<file path="config.mk">
export PLATFORM = sky130hd
export DESIGN_NAME = edge_wake_ctrl
export DESIGN_NICKNAME = d
export VERILOG_FILES = /design/src/rtl/ewu_pkg.sv /design/src/rtl/ewu_sync.sv /design/src/rtl/ewu_regs.sv /design/src/rtl/ewu_pending.sv /design/src/rtl/edge_wake_ctrl.sv
export SDC_FILE = /design/constraint.sdc
export NUM_CORES = 1
export LEC_CHECK = 0
export ABC_AREA = 1
export BUFFER_PORTS_ARGS = -buffer_cell sky130_fd_sc_hd__buf_2
export CAP_MARGIN = 10
export CELL_PAD_IN_SITES_DETAIL_PLACEMENT = 1
export CELL_PAD_IN_SITES_GLOBAL_PLACEMENT = 1
export CORE_AREA = 2 2 118 120
export CTS_BUF_LIST = sky130_fd_sc_hd__clkbuf_16
export DETAILED_ROUTE_END_ITERATION = 12
export DIE_AREA = 0 0 120 122
export PLACE_DENSITY_LB_ADDON = 0.1
export SLEW_MARGIN = 10
export SYNTH_ARGS = -nofsm -noshare
export SYNTH_HDL_FRONTEND = slang
export SYNTH_SLANG_ARGS = --single-unit
</file>
<file path="constraint.sdc">
create_clock -name clk -period 2.3 [get_ports clk]
set_input_delay 0.23 -clock clk [delete_from_list [all_inputs] [get_ports clk]]
set_output_delay 0.23 -clock clk [all_outputs]
set_load 0.02 [all_outputs]
</file>
<file path="src/rtl/ewu_pkg.sv">
package ewu_pkg;
   // register addresses; routing registers occupy ADDR_ROUTE0 upward
   localparam int ADDR_EN     = 0;
   localparam int ADDR_POL    = 1;
   localparam int ADDR_PEND   = 2;
   localparam int ADDR_ROUTE0 = 4;
endpackage

</file>
<file path="src/rtl/ewu_sync.sv">
module ewu_sync #(
   parameter int W      = 16,
   parameter int STAGES = 2
) (
   input  logic         clk,
   input  logic         rst_n,
   input  logic [W-1:0] d,
   output logic [W-1:0] q
);
   logic [STAGES-1:0][W-1:0] stg_q;

   always_ff @(posedge clk) begin
      if (!rst_n) begin
         stg_q <= '0;
      end else begin
         stg_q[0] <= d;
         for (int i = 1; i < STAGES; i++) begin
            stg_q[i] <= stg_q[i-1];
         end
      end
   end

   assign q = stg_q[STAGES-1];
endmodule

</file>
<file path="src/rtl/ewu_regs.sv">
module ewu_regs
   import ewu_pkg::*;
#(
   parameter int NUM_CH = 16,
   parameter int SEL_W  = 2,
   parameter int ADDR_W = 3
) (
   input  logic                    clk,
   input  logic                    rst_n,
   input  logic                    wr_en,
   input  logic [ADDR_W-1:0]       addr,
   input  logic [NUM_CH-1:0]       wdata,
   input  logic [NUM_CH-1:0]       pend,
   output logic [NUM_CH-1:0]       en,
   output logic [NUM_CH-1:0]       pol,
   output logic [NUM_CH*SEL_W-1:0] route,
   output logic [NUM_CH-1:0]       clr,
   output logic [NUM_CH-1:0]       rdata
);
   localparam int ROUTE_REGS = SEL_W;

   logic [ROUTE_REGS-1:0][NUM_CH-1:0] route_q;

   always_ff @(posedge clk) begin
      if (!rst_n) begin
         en      <= '0;
         pol     <= '0;
         route_q <= '0;
      end else if (wr_en) begin
         if (addr == ADDR_W'(ADDR_EN))  en  <= wdata;
         if (addr == ADDR_W'(ADDR_POL)) pol <= wdata;
         for (int r = 0; r < ROUTE_REGS; r++) begin
            if (addr == ADDR_W'(ADDR_ROUTE0 + r)) route_q[r] <= wdata;
         end
      end
   end

   assign route = route_q;
   assign clr   = (wr_en && addr == ADDR_W'(ADDR_PEND)) ? wdata : '0;

   always_comb begin
      rdata = '0;
      if (addr == ADDR_W'(ADDR_EN))   rdata = en;
      if (addr == ADDR_W'(ADDR_POL))  rdata = pol;
      if (addr == ADDR_W'(ADDR_PEND)) rdata = pend;
      for (int r = 0; r < ROUTE_REGS; r++) begin
         if (addr == ADDR_W'(ADDR_ROUTE0 + r)) rdata = route_q[r];
      end
   end
endmodule

</file>
<file path="src/rtl/ewu_pending.sv">
module ewu_pending #(
   parameter int NUM_CH = 16
) (
   input  logic              clk,
   input  logic              rst_n,
   input  logic [NUM_CH-1:0] sync_in,
   input  logic [NUM_CH-1:0] en,
   input  logic [NUM_CH-1:0] pol,
   input  logic [NUM_CH-1:0] clr,
   output logic [NUM_CH-1:0] pend
);
   logic [NUM_CH-1:0] prev_q;
   logic [NUM_CH-1:0] hit;

   for (genvar c = 0; c < NUM_CH; c++) begin : g_ch
      logic rise, fall;
      assign rise   = sync_in[c] & ~prev_q[c];
      assign fall   = ~sync_in[c] & prev_q[c];
      assign hit[c] = en[c] & (pol[c] ? fall : rise);
   end

   always_ff @(posedge clk) begin
      if (!rst_n) begin
         prev_q <= '0;
         pend   <= '0;
      end else begin
         prev_q <= sync_in;
         pend   <= (pend & ~clr) | hit;   // a new edge outranks a clear
      end
   end
endmodule

</file>
<file path="src/rtl/edge_wake_ctrl.sv">
module edge_wake_ctrl
   import ewu_pkg::*;
#(
   parameter int NUM_CH      = 16,
   parameter int NUM_IRQ     = 4,
   parameter int SYNC_STAGES = 2,
   parameter int ADDR_W      = 3
) (
   input  logic               clk,
   input  logic               rst_n,
   input  logic [NUM_CH-1:0]  ch_in,
   input  logic               wr_en,
   input  logic [ADDR_W-1:0]  addr,
   input  logic [NUM_CH-1:0]  wdata,
   output logic [NUM_CH-1:0]  rdata,
   output logic [NUM_IRQ-1:0] irq,
   output logic               wake
);
   localparam int SEL_W = (NUM_IRQ > 1) ? $clog2(NUM_IRQ) : 1;

   if (NUM_IRQ < 2 || (NUM_IRQ & (NUM_IRQ - 1)) != 0) begin : g_bad_irq
      $error("NUM_IRQ must be a power of two, at least 2");
   end
   if (NUM_CH % SEL_W != 0) begin : g_bad_ch
      $error("NUM_CH must be a multiple of the routing field width");
   end
   if (ADDR_ROUTE0 + SEL_W > (1 << ADDR_W)) begin : g_bad_addr
      $error("ADDR_W too small for the routing registers");
   end
   if (SYNC_STAGES < 2) begin : g_bad_sync
      $error("SYNC_STAGES must be at least 2");
   end

   logic [NUM_CH-1:0]       sync_q;
   logic [NUM_CH-1:0]       en_q, pol_q, clr_mask, pend_q;
   logic [NUM_CH*SEL_W-1:0] route_flat;

   ewu_sync #(.W(NUM_CH), .STAGES(SYNC_STAGES)) sync_i (
      .clk(clk), .rst_n(rst_n), .d(ch_in), .q(sync_q));

   ewu_regs #(.NUM_CH(NUM_CH), .SEL_W(SEL_W), .ADDR_W(ADDR_W)) regs_i (
      .clk(clk), .rst_n(rst_n), .wr_en(wr_en), .addr(addr), .wdata(wdata),
      .pend(pend_q), .en(en_q), .pol(pol_q), .route(route_flat),
      .clr(clr_mask), .rdata(rdata));

   ewu_pending #(.NUM_CH(NUM_CH)) pend_i (
      .clk(clk), .rst_n(rst_n), .sync_in(sync_q), .en(en_q), .pol(pol_q),
      .clr(clr_mask), .pend(pend_q));

   logic [NUM_CH-1:0] live;
   assign live = pend_q & en_q;

   for (genvar k = 0; k < NUM_IRQ; k++) begin : g_irq
      always_comb begin
         irq[k] = 1'b0;
         for (int c = 0; c < NUM_CH; c++) begin
            if (route_flat[c*SEL_W +: SEL_W] == SEL_W'(k)) irq[k] = irq[k] | live[c];
         end
      end
   end

   assign wake = |live;
endmodule

</file>
After elaboration in Yosys (flattened, before gate mapping):

Cells that the tools add are included.

* register bits: 128
* input bits: 38
* output and inout port bits: 21
* word-level logic and storage cells: 313

* equality and inequality tests: 52
* multiplexer cells: 86
* bitwise logic cells: 144
* reductions and logical operators: 23

Operator list (count)
* $mux W16: 6
* $mux W1: 80
* $eq A2 B2 Y1 const B: 32
* $or A1 B1 Y1: 60
* $and A1 B1 Y1: 48
* $and A16 B16 Y16: 2
* $eq A2 B1 Y1 const B: 16
* $logic_not A2 Y1: 16
* $not A1 Y1: 32
* $not A16 Y16: 1
* $or A16 B16 Y16: 1
* $reduce_or A16 Y1: 1
* $reduce_and A2 Y1: 4
* $eq A3 B3 Y1 const B: 2
* $eq A3 B1 Y1 const B: 1
* $eq A3 B2 Y1 const B: 1
* $logic_not A3 Y1: 1
* $logic_and A1 B1 Y1: 1

Longest topological paths before layout:

* word-level depth: 32
* mapped depth: 8
* gate-level depth less buffers: 8

By module:

From an unflattened synthesis, not the netlist that was laid out.

* cell total of the unflattened synthesis: 1117
* area total of the unflattened synthesis: 6785.3 sq um

By module, submodules not included
* ewu_regs: instances 1, cells each 559, area an instance 3379.5 sq um, seq. area each 1281.2 sq um
* ewu_pending: instances 1, cells each 243, area an instance 1532.7 sq um, seq. area each 640.6 sq um
* ewu_sync: instances 1, cells each 115, area an instance 1034.7 sq um, seq. area each 640.6 sq um
* edge_wake_ctrl: instances 1, cells each 200, area an instance 838.3 sq um, seq. area each 0.0 sq um

Worst setup path after synthesis:

OpenSTA, ideal clock, no wires.

* path type: input-to-reg
* from: input wr_en
* to: register regs_i.route_q (netlist bit regs_i.route[23])
* library setup time: 0.116 ns
* arrival time: 1.175 ns
* data required time: 2.184 ns
* slack: 1.009 ns
* stages on the path: 7
* buffers on the path: 2
* cells stage by stage: clkbuf_1 inv_1 nor2_4 inv_2 buf_6 nor2_1 nor2_1

* word-level cells in the longest chain between the ends: 1

Ends and longest elaborated chain
* start, declared: RTL line edge_wake_ctrl.sv:12 `input logic wr_en,`
* $reduce_and A2 Y1 (no source line)
* end signal, assigned by index: RTL line ewu_regs.sv:33 `if (addr == ADDR_W'(ADDR_ROUTE0 + r)) route_q[r] <= wdata;`
* end, declared: RTL line ewu_regs.sv:22 `logic [ROUTE_REGS-1:0][NUM_CH-1:0] route_q;`

Every way passes these cells.
A chain may end at the register's enable or synchronous reset.

Worst setup path after layout:

* from: register regs_i.en[9]
* to: output irq[2]

* word-level cells in the longest chain between the ends: 15

Ends and longest elaborated chain
* start, declared: RTL line ewu_regs.sv:14 `output logic [NUM_CH-1:0] en,`
* start signal, assigned: RTL line ewu_regs.sv:30 `if (addr == ADDR_W'(ADDR_EN)) en <= wdata;`
* $and A16 B16 Y16 (*): RTL line edge_wake_ctrl.sv:51 `assign live = pend_q & en_q;`
* $or A1 B1 Y1 (*): RTL line edge_wake_ctrl.sv:57 `if (route_flat[c*SEL_W +: SEL_W] == SEL_W'(k)) irq[k] = irq[k] | live[c];`
* $mux W1 (*): RTL line edge_wake_ctrl.sv:57
* $or A1 B1 Y1: RTL line edge_wake_ctrl.sv:57
* $mux W1 (*): RTL line edge_wake_ctrl.sv:57
* $or A1 B1 Y1: RTL line edge_wake_ctrl.sv:57
* $mux W1 (*): RTL line edge_wake_ctrl.sv:57
* $or A1 B1 Y1: RTL line edge_wake_ctrl.sv:57
* $mux W1 (*): RTL line edge_wake_ctrl.sv:57
* $or A1 B1 Y1: RTL line edge_wake_ctrl.sv:57
* $mux W1 (*): RTL line edge_wake_ctrl.sv:57
* $or A1 B1 Y1: RTL line edge_wake_ctrl.sv:57
* $mux W1 (*): RTL line edge_wake_ctrl.sv:57
* $or A1 B1 Y1: RTL line edge_wake_ctrl.sv:57
* $mux W1 (*): RTL line edge_wake_ctrl.sv:57
* end, declared: RTL line edge_wake_ctrl.sv:16 `output logic [NUM_IRQ-1:0] irq,`

Mark *: on every way between the ends. The rest lies on a longest branch, timed or not.

==> results.md <==
* Hold Path Cell Cnt at 3
* Post-CTS setup buffer count at 0
* Synth top area share at 0.431
* Vias in the first global route at 6087
* Met2 usage at 0.473
* Final Setup Violations at 0
* Die area at ~15000 um2
* Final worst-path cycle share at 0.873
* Worst-margin pin slew at about 0.69 ns
* CTS tree: done
* Total wire length at approximately 21000 um
* CP Depth at 7
* Critical path buffers and inverters at 1
* Area leader, netlist: dfxtp_1
* CTS HTree Levels at 4
* DP Worst Slack at approximately 0.44 ns
* Initial drt markers at about 440
* Initial antenna violation count at 0
* Avg Cell Area, Syn at around 6.6 um2
* RSZ-0062 raised after global routing: no
* EDFF count, synth at 0
* Seq/Total Area, Yosys at 0.431
* Worst Path Arrival at between 1.5 and 2 ns
* Vias per cell at approximately 5.2
* Hold Startpoint: wdata[8]
* Final ANT Viol Nets at 0
* Fillers at 1770
* TNS Setup at 0 ns
* Layout cells sized above 1 at 0.115
* Grt ovf at 0
* Wirelength per Cell at between 15 and 20 um
* CTS buffer count at 17
* Post-Synthesis Cells at between 900 and 1000
* Number of max-cap violations at 0
* Layout area overhead at 19.6%
* Yosys reg bits at 128
* Final Hold Viols at 0
* Final Critical Period at approximately 2 ns
* Final instance area at around 7100 um2
* Clock buffer depth at 2
* Outcome: complete, no violations
* Rows at 43
* Port Buffers at between 50 and 60
* Core ar. at 13500 um2
* Clk_lat worst skew at between 0.4 and 0.5 ns
* Leading post-synthesis cells by cell area: dfxtp_1 43%, nand2_1 16%, inv_1 7.5%
* Mapped cell area at 5940 um2
* Placed instance area at approximately 6300 um2
* CP cell instances: nand2_1, nor3_1, nor2_1, nand2_1, nor2_1, nand2_1, buf_2
* Main synth FF type: dfxtp_1
* Initial Util at 0.440
* Die Span Y at roughly 120 um
* Worst hold margin at ~0.15 ns
* Crit path max-delay cell type: dfxtp_1
* FF-to-FF path depth at 4
* Largest net degree at the start of global routing at 44
* Clock skew at 0.00665 ns
* Min-delay worst type: input port to flip-flop
* PD cells at just under 800 nW/um2
* Die X at about 120 um
* Synth cell types at 22
* Worst Setup SP: regs_i.en[9]$_SDFFE_PN0P_
* Final Max Slew Viols at 0
* M1 GR Usage at 0.404
* CTS root buffer: clkbuf_16
* GR Util All Layers at 0.296
* Setup CP Type: flip-flop to output port
* DRT Pass-1 Iters at 5
* CP Max Fanout at 5
* Reg2Reg Launch Point: sync_i.q[13]$_SDFF_PN0_
* DRC viols at 0
* YS warnings at 0
* Slew Limit Headroom at 0.541
* Gpl congestion at between 0.9 and 1
* Most frequent cell on the critical path: nand2_1
* Sink Count at 128
* IR drop worst, VDD at ~0.00060 V
* Top delay family on crit path: simple AND/OR/NAND/NOR gates
* Hpwl dp at 14600 um
* Met3 GRT Util at 0.0506
* Worst Setup End Kind: output port
* Most crowded layer after global routing: met2
* Crit-path max cell delay at around 0.46 ns
* Syn Nets at 939
* Antenna diodes at 0
* Required @ worst endpoint at around 2.1 ns
* First-pass GRT wire length at approximately 33000 um
* # IOs at 59
* Clk slew on worst S/H paths at roughly 0.06 ns
* Post-CTS sizing at 0
* P_leak at around 3.2 nW
* Fmax at about 500 MHz
* Worst Setup Start Kind: flip-flop
* Post-route setup slack at 0.293 ns
* Via Count at 6090
* Asr flop ratio synth at 0
* Final #Nets at slightly above 1000
per-stage QoR:
| stage | util | power, mW | instances |
|---|---|---|---|
| after floorplan | - | 2.57 | 901 |
| after global placement | 0.469 | 2.70 | 1113 |
| after detailed placement | 0.469 | 2.72 | 1113 |
| after CTS | 0.526 | 5.53 | 1161 |
| after global routing | 0.526 | 5.67 | 1161 |
| final | 0.526 | 5.50 | 1161 |
worst paths after layout:
kind	slack, ns	to
worst min register to register	0.41	sync_i.q[5]$_SDFF_PN0_
worst max register to register	1.36	pend_i.pend[13]$_SDFF_PN0_
worst max-delay path	0.29	irq[2]
worst min-delay path	0.15	regs_i.route[24]$_SDFFE_PN0P_
tightest hold or removal path, delay by kind of cell:
family	cells	cell delay, ns
buffers and inverters	1	0.15
and+or+nand+nor	2	0.14
report_power, final:
group | switching (mW) | internal [mW] | total (mW) | leakage, nW
sequential | 0.0648 | 2.29 | 2.35 | 1.04
clock | 1.08 | 1.72 | 2.80 | 0.290
combinational | 0.235 | 0.114 | 0.349 | 1.88
cells in the final DEF (no fill, tap or decap), drive strengths merged, types with 4 or more instances in the layout:
cell type | synthesis | final
nor2 | 119 | 119
clkinvlp | 0 | 4
nand2 | 256 | 256
buf | 19 | 65
dlygate4sd3 | 0 | 16
nand4 | 23 | 23
o21ai | 59 | 59
nor3 | 31 | 31
dfxtp | 128 | 128
a21oi | 64 | 64
nand3 | 65 | 65
clkbuf | 14 | 17
inv | 123 | 128
per-layer routing:
| metal | vias up | share of wire |
|---|---|---|
| met5 | - | 0 |
| li1 | 2980 | - |
| met4 | 0 | 0.022 |
| met1 | 2919 | 0.47 |
| met3 | 29 | 0.047 |
| met2 | 162 | 0.46 |
synthesized netlist by cell type, types with 9 or more instances:
library cell  number
buf_2              9
nand4_1           23
nor3_1            28
inv_1            119
a21oi_1           64
o21ai_1           26
nand2_1          253
nand3_1           64
clkbuf_1          14
dfxtp_1          128
nor2_1           113
o21ai_0           33
cells by family (layout without fill, tap and decap cells):
family / after synthesis / in the layout / synth area share
flops: 128 / 128 / 0.431
simple gates: 494 / 494 / 0.356
compound gates: 123 / 123 / 0.104
buf+inv: 156 / 236 / 0.109
cell type report:
cell class              instances  area, um2  area share
inverters                     123        462      0.0650
well taps                     180        225      0.0317
flip-flops and latches        128       2560       0.361
clock buffers                  17        425      0.0599
clock inverters                15        184      0.0259
multi-input cells             617       2730       0.384
repair buffers                 81        515      0.0725
flip-flops by register name, summed over array words and instances (netlist names):
name / flops
pend_i.prev_q: 16
regs_i.pol: 16
pend_i.pend: 16
regs_i.en: 16
sync_i.q: 16
sync_i.stg_q: 16
regs_i.route: 32
repair_timing:
item / in CTS / in global routing
endpoints found under the setup margin: 0 / 0
endpoints found under the hold margin: 16 / 0
hold buffers: 16 / 0
Note: power is estimated with default switching activity, not from simulation.
